File: config.mk
export PLATFORM = sky130hd
export DESIGN_NAME = i2c_commit_target
export DESIGN_NICKNAME = d
export VERILOG_FILES = /design/src/rtl/i2cs_pkg.sv /design/src/rtl/i2cs_line_cond.sv /design/src/rtl/i2cs_stage.sv /design/src/rtl/i2cs_regfile.sv /design/src/rtl/i2c_commit_target.sv
export SDC_FILE = /design/constraint.sdc
export NUM_CORES = 2
export LEC_CHECK = 0
export ABC_CLOCK_PERIOD_IN_PS = 5000
export BUFFER_PORTS_ARGS = -buffer_cell sky130_fd_sc_hd__buf_2
export CAP_MARGIN = 30
export CORE_ASPECT_RATIO = 1.5
export CORE_UTILIZATION = 40
export CTS_CLUSTER_SIZE = 20
export DETAILED_ROUTE_END_ITERATION = 6
export PLACE_DENSITY_LB_ADDON = 0.08
export RECOVER_POWER = 25
export SLEW_MARGIN = 5
export SYNTH_ARGS = -nofsm -noshare
export SYNTH_HDL_FRONTEND = slang
export SYNTH_HIERARCHICAL = 1
export SYNTH_SLANG_ARGS = --single-unit
File: constraint.sdc
create_clock -name clk -period 5 [get_ports clk]
set_input_delay 0.5 -clock clk [delete_from_list [all_inputs] [get_ports clk]]
set_output_delay 0.5 -clock clk [all_outputs]
set_load 0.005 [all_outputs]
File: src/rtl/i2cs_pkg.sv
// Shared types for the I2C register target.
package i2cs_pkg;
    // Bus-level state of the target
    typedef enum logic [2:0] {
        ST_IDLE,
        ST_RX,
        ST_RX_ACK,
        ST_TX,
        ST_TX_ACK
    } bus_st_e;

    // Which byte of a write-direction transfer is being received
    typedef enum logic [1:0] {
        PH_DEV,
        PH_OFS_HI,
        PH_OFS_LO,
        PH_DATA
    } rx_ph_e;
endpackage

File: src/rtl/i2cs_line_cond.sv
// Line conditioner: brings SCL/SDA into the clk domain through two flops
// and detects SCL edges and START/STOP conditions.
// Assumes clk runs at least ~10x faster than SCL.
module i2cs_line_cond (
    input  logic clk,
    input  logic rst_n,
    input  logic scl_i,
    input  logic sda_i,
    output logic scl_s,
    output logic sda_s,
    output logic scl_rise,
    output logic scl_fall,
    output logic start_det,
    output logic stop_det
);
    logic [1:0] scl_ff, sda_ff;
    logic       scl_d, sda_d;

    // Two-flop synchroniser plus one delayed copy for edge detection
    always_ff @(posedge clk) begin
        if (!rst_n) begin
            scl_ff <= 2'b11;
            sda_ff <= 2'b11;
            scl_d  <= 1'b1;
            sda_d  <= 1'b1;
        end else begin
            scl_ff <= {scl_ff[0], scl_i};
            sda_ff <= {sda_ff[0], sda_i};
            scl_d  <= scl_ff[1];
            sda_d  <= sda_ff[1];
        end
    end

    assign scl_s     = scl_ff[1];
    assign sda_s     = sda_ff[1];
    assign scl_rise  = scl_s & ~scl_d;
    assign scl_fall  = ~scl_s & scl_d;
    assign start_det = scl_s & scl_d & sda_d & ~sda_s;
    assign stop_det  = scl_s & scl_d & ~sda_d & sda_s;
endmodule

File: src/rtl/i2cs_stage.sv
// Staging buffer: collects write bytes in order until they are committed
// or discarded. Pushes while full are ignored by the buffer.
module i2cs_stage #(
    parameter int DEPTH = 16,
    localparam int SW = $clog2(DEPTH),
    localparam int CW = $clog2(DEPTH + 1)
) (
    input  logic               clk,
    input  logic               rst_n,
    input  logic               clear,
    input  logic               push,
    input  logic [7:0]         din,
    output logic [CW-1:0]      cnt,
    output logic               full,
    output logic [DEPTH*8-1:0] data_flat
);
    logic [7:0] mem [DEPTH];

    assign full = (cnt == CW'(DEPTH));

    // Fill count: cleared on commit/discard, advanced on each accepted push
    always_ff @(posedge clk) begin
        if (!rst_n)
            cnt <= '0;
        else if (clear)
            cnt <= '0;
        else if (push && !full)
            cnt <= cnt + 1'b1;
    end

    // Byte storage; contents matter only below cnt, so no reset
    always_ff @(posedge clk) begin
        if (push && !full && !clear)
            mem[cnt[SW-1:0]] <= din;
    end

    for (genvar g = 0; g < DEPTH; g++) begin : g_flat
        assign data_flat[g*8 +: 8] = mem[g];
    end


    stage_cnt_bound_chk: assert property (@(posedge clk) disable iff (!rst_n)
        cnt <= CW'(DEPTH));

    push_full_drop_chk: assert property (@(posedge clk) disable iff (!rst_n)
        (push && full && !clear) |=> (cnt == CW'(DEPTH)));

    clear_empties_chk: assert property (@(posedge clk) disable iff (!rst_n)
        clear |=> (cnt == '0));
endmodule

File: src/rtl/i2cs_regfile.sv
// Register file with a one-cycle block commit: every register whose index
// lies in [base, base+cnt) modulo REG_COUNT loads its staged byte at once.
// Assumes REG_COUNT is a power of two and not smaller than DEPTH.
module i2cs_regfile #(
    parameter int          REG_COUNT = 64,
    parameter int          DEPTH     = 16,
    parameter logic [7:0]  RST0      = 8'h50,
    localparam int AW = $clog2(REG_COUNT),
    localparam int SW = $clog2(DEPTH),
    localparam int CW = $clog2(DEPTH + 1)
) (
    input  logic                   clk,
    input  logic                   rst_n,
    input  logic                   commit,
    input  logic [AW-1:0]          base,
    input  logic [CW-1:0]          cnt,
    input  logic [DEPTH*8-1:0]     stage_flat,
    output logic [REG_COUNT*8-1:0] reg_flat
);
    for (genvar j = 0; j < REG_COUNT; j++) begin : g_reg
        localparam logic [7:0] RV = (j == 0) ? RST0 : 8'h00;
        logic [AW-1:0] rel;
        assign rel = AW'(j) - base;

        // One register: default on reset, staged byte on a covering commit
        always_ff @(posedge clk) begin
            if (!rst_n)
                reg_flat[j*8 +: 8] <= RV;
            else if (commit && (32'(rel) < 32'(cnt)))
                reg_flat[j*8 +: 8] <= stage_flat[{rel[SW-1:0], 3'b000} +: 8];
        end
    end


    regs_hold_chk: assert property (@(posedge clk) disable iff (!rst_n)
        !commit |=> $stable(reg_flat));
endmodule

File: src/rtl/i2c_commit_target.sv
// I2C register target with deferred commit. Decodes address, two offset
// bytes and data. Write data goes to a staging buffer that is committed at
// STOP. Reads come from the committed registers at an auto-incrementing
// pointer. No clock stretching; 7-bit addressing only.
module i2c_commit_target #(
    parameter int         REG_COUNT    = 64,
    parameter int         STAGE_DEPTH  = 16,
    parameter logic [7:0] ADDR_REG_RST = 8'h50
) (
    input  logic                   clk,
    input  logic                   rst_n,
    input  logic                   scl_i,
    input  logic                   sda_i,
    output logic                   sda_oe,
    input  logic [1:0]             addr_strap,
    output logic [REG_COUNT*8-1:0] reg_q
);
    import i2cs_pkg::*;

    localparam int AW = $clog2(REG_COUNT);
    localparam int CW = $clog2(STAGE_DEPTH + 1);

    logic scl_s, sda_s, scl_rise, scl_fall, start_det, stop_det;
    bus_st_e state;
    rx_ph_e  phase;
    logic [3:0]  bit_cnt;
    logic [7:0]  shreg, ofs_hi, rd_byte;
    logic [15:0] ptr, ofs_full;
    logic [AW-1:0] wbase;
    logic rd_dir, m_ack;
    logic [6:0] dev_addr;
    logic [CW-1:0] stg_cnt;
    logic stg_full, stg_push, stg_clear, stg_commit;
    logic [STAGE_DEPTH*8-1:0] stg_flat;

    i2cs_line_cond u_line (
        .clk(clk), .rst_n(rst_n), .scl_i(scl_i), .sda_i(sda_i),
        .scl_s(scl_s), .sda_s(sda_s), .scl_rise(scl_rise), .scl_fall(scl_fall),
        .start_det(start_det), .stop_det(stop_det)
    );

    assign dev_addr   = {reg_q[6:2], addr_strap};
    assign ofs_full   = {ofs_hi, shreg};
    assign rd_byte    = reg_q[{ptr[AW-1:0], 3'b000} +: 8];
    assign stg_push   = (state == ST_RX) && scl_fall && (bit_cnt == 4'd8)
                        && (phase == PH_DATA) && !stg_full;
    assign stg_commit = stop_det && (stg_cnt != '0);
    assign stg_clear  = start_det || stg_commit;
    assign sda_oe     = (state == ST_RX_ACK) || ((state == ST_TX) && !shreg[7]);

    i2cs_stage #(.DEPTH(STAGE_DEPTH)) u_stage (
        .clk(clk), .rst_n(rst_n), .clear(stg_clear), .push(stg_push),
        .din(shreg), .cnt(stg_cnt), .full(stg_full), .data_flat(stg_flat)
    );

    i2cs_regfile #(.REG_COUNT(REG_COUNT), .DEPTH(STAGE_DEPTH), .RST0(ADDR_REG_RST)) u_regs (
        .clk(clk), .rst_n(rst_n), .commit(stg_commit), .base(wbase),
        .cnt(stg_cnt), .stage_flat(stg_flat), .reg_flat(reg_q)
    );

    // Bus protocol engine: byte shifting, decoding, acknowledge and read data
    always_ff @(posedge clk) begin
        if (!rst_n) begin
            state   <= ST_IDLE;
            phase   <= PH_DEV;
            bit_cnt <= '0;
            shreg   <= '0;
            ptr     <= '0;
            ofs_hi  <= '0;
            wbase   <= '0;
            rd_dir  <= 1'b0;
            m_ack   <= 1'b0;
        end else if (start_det) begin
            state   <= ST_RX;
            phase   <= PH_DEV;
            bit_cnt <= '0;
        end else if (stop_det) begin
            state <= ST_IDLE;
        end else begin
            case (state)
                ST_RX: begin
                    if (scl_rise && bit_cnt < 4'd8) begin
                        shreg   <= {shreg[6:0], sda_s};
                        bit_cnt <= bit_cnt + 1'b1;
                    end else if (scl_fall && bit_cnt == 4'd8) begin
                        case (phase)
                            PH_DEV: begin
                                if (shreg[7:1] == dev_addr) begin
                                    state  <= ST_RX_ACK;
                                    rd_dir <= shreg[0];
                                    phase  <= PH_OFS_HI;
                                end else begin
                                    state <= ST_IDLE;
                                end
                            end
                            PH_OFS_HI: begin
                                ofs_hi <= shreg;
                                phase  <= PH_OFS_LO;
                                state  <= ST_RX_ACK;
                            end
                            PH_OFS_LO: begin
                                ptr   <= ofs_full;
                                wbase <= ofs_full[AW-1:0];
                                phase <= PH_DATA;
                                state <= ST_RX_ACK;
                            end
                            default: begin
                                if (!stg_full) begin
                                    ptr   <= ptr + 16'd1;
                                    state <= ST_RX_ACK;
                                end else begin
                                    state <= ST_IDLE;
                                end
                            end
                        endcase
                    end
                end
                ST_RX_ACK: begin
                    if (scl_fall) begin
                        bit_cnt <= '0;
                        if (rd_dir) begin
                            state <= ST_TX;
                            shreg <= rd_byte;
                            ptr   <= ptr + 16'd1;
                        end else begin
                            state <= ST_RX;
                        end
                    end
                end
                ST_TX: begin
                    if (scl_fall) begin
                        if (bit_cnt == 4'd7) begin
                            state <= ST_TX_ACK;
                        end else begin
                            shreg   <= {shreg[6:0], 1'b0};
                            bit_cnt <= bit_cnt + 1'b1;
                        end
                    end
                end
                ST_TX_ACK: begin
                    if (scl_rise) begin
                        m_ack <= ~sda_s;
                    end else if (scl_fall) begin
                        if (m_ack) begin
                            state   <= ST_TX;
                            shreg   <= rd_byte;
                            ptr     <= ptr + 16'd1;
                            bit_cnt <= '0;
                        end else begin
                            state <= ST_IDLE;
                        end
                    end
                end
                default: ;
            endcase
        end
    end


    reset_quiet_chk: assert property (@(posedge clk)
        !rst_n |=> !sda_oe);

    sda_steady_scl_high_chk: assert property (@(posedge clk) disable iff (!rst_n)
        (scl_s && $past(scl_s)) |-> $stable(sda_oe));
endmodule

## Yosys cells after proc, flatten, opt, wreduce, memory -nomap -nowiden

Memory sizes are Yosys's and may differ from the RTL's.
Index checks and enable logic that the tools add are counted.

| word-level totals | value |
|---|---|
| bits in registers | 572 |
| latch bits | 0 |
| RAM bits | 128 |
| ROM bits | 0 |
| bits of input ports | 6 |
| output and inout bits | 513 |
| logic and storage cells | 470 |
| memories kept | 1 |

Memories:

| memory | depth | width | read ports | clocked after Yosys merged registers in | wr ports | RTL line | source |
|---|---|---|---|---|---|---|---|
| u_stage.mem | 16 | 8 | 16 | 0 | 1 | i2cs_stage.sv:17 | `logic [7:0] mem [DEPTH];` |

| operators by class | value |
|---|---|
| $add $sub $neg | 67 |
| multiply operators | 0 |
| div/mod/pow operators | 0 |
| magnitude comparators | 65 |
| equality and inequality tests | 32 |
| shift-type cells | 65 |
| muxes and demuxes | 46 |
| bitwise logic cells | 15 |
| reductions and logical operators | 100 |

Operator list:

| kind | count |
|---|---|
| $shiftx 128x8->8 | 64 |
| $shiftx 512x10->8 | 1 |
| $lt 6x5->1 | 64 |
| $sub 6x6->6 const A | 32 |
| $mux 16 | 8 |
| $sub 5x6->6 const A | 16 |
| $logic_and 1x1->1 | 74 |
| $mux 8 | 8 |
| $pmux 16 s3 | 1 |
| $sub 4x6->6 const A | 8 |
| $pmux 16 s2 | 1 |
| $pmux 8 s4 | 1 |
| $mux 4 | 7 |
| $sub 3x6->6 const A | 4 |
| $mux 3 | 7 |
| $ne 2x2->1 const B | 10 |
| $ne 4x4->1 const B | 5 |
| $reduce_and 6->1 | 3 |
| $add 16x1->16 const B | 1 |
| $pmux 4 s4 | 1 |
| $reduce_and 8->1 | 2 |
| $pmux 3 s4 | 1 |
| $reduce_and 12->1 | 1 |
| $sub 1x6->6 const A | 2 |
| other kinds (35) | 68 |

## Depth between registers and ports, before layout

| logic depth | value |
|---|---|
| word-level depth | 10 |
| gate-level depth with buffers | 17 |
| gate-level depth less buffers | 13 |

## Cells and area by module

The synthesis kept the hierarchy.

Modules (own cells, without submodules):

| module | times used | cells each | area an instance (um^2) | seq. area each (um^2) |
|---|---|---|---|---|
| i2cs_regfile | 1 | 2121 | 24776.3 | 10249.8 |
| i2c_commit_target | 1 | 646 | 6253.5 | 620.6 |
| i2cs_stage | 1 | 184 | 4239.1 | 3943.8 |
| i2cs_line_cond | 1 | 16 | 190.2 | 120.1 |

## Worst setup path after synthesis

Ideal clock, no wire load.

| path | value |
|---|---|
| path kind | reg-to-reg |
| start point | reg wbase[2] |
| end point | reg u_regs.reg_flat[16] |
| library setup time | 0.062 ns |
| arrival | 4.162 ns |
| required time | 4.938 ns |
| path slack | 0.776 ns |
| cell stages (with the launch flop) | 17 |
| path buffers | 4 |
| clock period less this slack | 4.224 ns |
| path through | dfxtp_1 > buf_4 > inv_2 > buf_2 > clkbuf_1 > ha_1 > nor2b_1 > nor2_1 > xnor2_2 > buf_2 > inv_1 > ha_1 > a21o_1 > a211o_1 > a41o_1 > nor3_1 > a22o_1 |

| on the way | value |
|---|---|
| word-level cells in the longest chain between the ends | 3 |
| elaborated cells on any way between the ends | 4 |
| those cells by class | add/sub (1); order compare (1); shift (1); reduce/logical (1) |

RTL lines:

| item | RTL line | source |
|---|---|---|
| from (decl) | i2c_commit_target.sv:29 | `logic [AW-1:0] wbase;` |
| from (signal assigned) | i2c_commit_target.sv:103 | `wbase <= ofs_full[AW-1:0];` |
| $sub 2x6->6 (*) | i2cs_regfile.sv:23 | `assign rel = AW'(j) - base;` |
| branches (longest 2 deep; another with $shiftx 128x8->8) | - |  |
| to (signal, indexed assignment) | i2cs_regfile.sv:30 | `reg_flat[j*8 +: 8] <= stage_flat[{rel[SW-1:0], 3'b000} +: 8];` |
| to (decl) | i2cs_regfile.sv:18 | `output logic [REG_COUNT*8-1:0] reg_flat` |

Mark *: on every way between the ends.
A chain may end at the register's enable or synchronous reset.

## Final worst setup path

| path | value |
|---|---|
| start point | reg wbase[2] |
| end point | reg u_regs.reg_flat[145] |

| on the way | value |
|---|---|
| word-level cells in the longest chain between the ends | 3 |
| elaborated cells on any way between the ends | 4 |
| those cells by class | add/sub (1); order compare (1); shift (1); reduce/logical (1) |

RTL lines:

| item | RTL line |
|---|---|
| $sub 5x6->6 (*) | i2cs_regfile.sv:23 |
| branches (longest 2 deep; another with $shiftx 128x8->8) | - |

Marks and branches as above.

==> results_dict.tcl <==
set metrics [dict create \
    synth_area_um2 35500 \
    final_nets 3613 \
    ys_types 86 \
    synth-xor-area-share 0.0238 \
    cts_max_level 3 \
    grt_max_degree 75 \
    syn-num-nets 3063 \
    mostFrequentLayoutCell "dfxtp_1" \
    cts-root-buf "clkbuf_16" \
    synthAdderAreaFrac 0.0318 \
    path_max_fanout 34 \
    fin_cells 4717 \
    critical_path_required_ns 5.55 \
    synth.yosys.warnings 6 \
    finalClockSkew_ns 0.0230 \
    status "completed" \
    hpwl_um 151000 \
    die_x_um 245 \
    syn2layout_area_growth_pct 18.2 \
    yosysSeqAreaShare 0.421 \
    start_util 0.404 \
    synth-simple-area-share 0.0771 \
    setup_tns_ns 0 \
    swShare 0.224 \
    tightestPinTransition_ns 1.34 \
    synth_cells 2967 \
    synth_edf_count 128 \
    peakVddDrop_uv 279 \
    fmax_mhz 234 \
    die_y_um 367 \
    final_cell_mix "dfxtp_1, buf_2, a22o_1, mux4_2, nand2_1" \
    drt-pass1-iter-count 6 \
    grt_pass1_vias 29500 \
    fin_crit_sh 0.855 \
    clock_path_buffers 3 \
    pwr-share-seq 0.494 \
    synth.area.mux_share 0.227 \
    numCtsBuffers 70 \
    cts_tree "built" \
    drc_errors 0 \
    antenna_found_initial 3 \
    synth_compound_area_frac 0.187 \
    arrival_ns 4.83 \
    post-place-ws_ns 0.836 \
    p_int_w 0.00884 \
    end_kind "flip-flop" \
    clockPowerShare 0.485 \
    port_buffers 518 \
    min_path_type "reg -> reg" \
    drtIter0Drc 3586 \
    clk_pin_slew_ns 0.06 \
    synth_seq_cells 682 \
    setup_violations 0 \
    synth_top_family_by_area "multiplexers" \
    post-route-util 0.478 \
    slew_headroom 0.110 \
    grt_pass1_wl_um 254000 \
    hold_violations 0 \
    synthFlopType "dfxtp_1" \
    gp_congestion 1.00 \
    powerDensity_nw_per_um2 272 \
    core_region_area_um2 87700 \
    grt_use_total 0.413 \
    dieArea_um2 89900 \
    overflow 0 \
    vias 31600 \
    via_per_inst 6.70 \
    rsz0062_at_grt "false" \
    dpl.cell_count 4579 \
    wire_per_inst_um 40.0 \
    drv_cap 0 \
    drive_gt1_frac 0.288 \
    insertion_delay_ns 0.67 \
    min_period_ns 4.28 \
    worstSetupPathType "reg -> reg" \
    pwr-share-comb 0.021 \
    ys_async_sr_fraction 0 \
    p_leak_nw 16.3 \
    routed_wl_um 189000 \
    worstSetupStartpointType "flip-flop" \
    finalMaxSlewViolations 0 \
    switching_power_w 0.00255 \
    syn-mean-instance-area_um2 12.0 \
    rows 133 \
    clock-sinks 682 \
    antenna_left 0 \
    setup_ws_ns 0.724 \
    ios 519 \
]
repair_timing:
action | 4_1_cts | 5_1_grt
endpoints found under the hold margin | 2 | 0
setup endpoints to repair | 0 | 0
gates resized for setup | 0 | 0
hold buffers | 2 | 0
buffers inserted | 0 | 0
cell type report:
type	instances	area [um2]
well taps	1147	1440
clock inverters	27	369
clock buffers	95	1980
flip-flops and latches	682	15000
repair buffers	653	3540
diodes	3	7.51
multi-input cells	2052	19400
fillers	8113	45800
inverters	58	218
critical path, cell delays in order, from the launching register on:
cell and delay [ns]:
dfxtp_2 0.32, inv_2 0.49, ha_1 0.25, nor2b_1 0.29
nor2_1 0.12, xnor2_2 0.13, buf_4 0.34, inv_1 0.11
ha_1 0.32, a21o_1 0.19, a211o_1 0.28, a31oi_1 0.51
a21oi_1 0.43, a22o_1 0.34
per-layer routing:
metal  part of all wire  GRT usage
met4              0.095      0.331
met2               0.46      0.662
met1               0.36      0.489
met3              0.082     0.0655
met5            0.00014          0
logic make-up after synthesis:
family | Yosys count
buf+inv | 233
compound gates | 873
simple gates | 552
mux | 448
fa+ha+maj | 90
xor+xnor | 89
flops | 682
final timing paths:
| path | start | endpoint | slack [ns] | cells after the start |
|---|---|---|---|---|
| max reg2reg | wbase[2] | u_regs/reg_flat[145] | 0.72 | 13 |
| min | u_line/scl_ff[0] | u_line/scl_ff[1] | 0.42 | 1 |
| max | wbase[2] | u_regs/reg_flat[145] | 0.72 | 13 |
| min reg2reg | u_line/scl_ff[0] | u_line/scl_ff[1] | 0.42 | 1 |
cell usage after synthesis, drive strengths merged (14+ instances only):
cell type / instances / share of area
dfxtp: 554 / 0.31
o22ai: 19 / 0.0034
o21a: 17 / 0.0036
a22o: 361 / 0.089
o2bb2ai: 81 / 0.020
and3: 26 / 0.0046
nand3: 35 / 0.0049
a31oi: 15 / 0.0026
a211o: 29 / 0.0072
nand4: 14 / 0.0025
nand2b: 18 / 0.0032
nor3: 42 / 0.0083
xnor2: 78 / 0.021
nor2: 62 / 0.0066
mux4: 283 / 0.18
ha: 90 / 0.032
inv: 57 / 0.0060
o221ai: 17 / 0.0042
edfxtp: 128 / 0.11
a21o: 28 / 0.0059
o21ai: 126 / 0.018
mux2i: 153 / 0.043
clkbuf: 68 / 0.0073
a21oi: 110 / 0.016
a22oi: 14 / 0.0030
nand2: 273 / 0.029
buf: 107 / 0.019
stage by stage:
stage                     power [W]  hold slack, ns  area (um2)
final                        0.0114           0.423       41900
after global routing         0.0116           0.438       41900
after CTS                    0.0114           0.432       42000
after detailed placement    0.00599           0.413       39600
after global placement      0.00596           0.407       39300
after floorplan             0.00587           0.386       35500
power by group through the flow:
stage                     Clock (W)  Sequential (W)  Combinational (W)
after floorplan                   0         0.00574           0.000122
after global placement            0         0.00576           0.000202
after detailed placement          0         0.00575           0.000234
after CTS                   0.00557         0.00563           0.000236
after global routing        0.00577         0.00563           0.000247
final                       0.00553         0.00563           0.000239
flip-flops by register name (all words and copies together) (netlist names):
signal and count:
m_ack 1, u_stage/cnt 5, rd_dir 1, u_stage/mem 128, wbase 6, bit_cnt 4
u_line/sda_ff 2, u_line/scl_d 1, shreg 8, state 3, u_line/sda_d 1, u_line/scl_ff 2
ptr 6, phase 2, u_regs/reg_flat 512
Power figures use the tool's default switching activity.
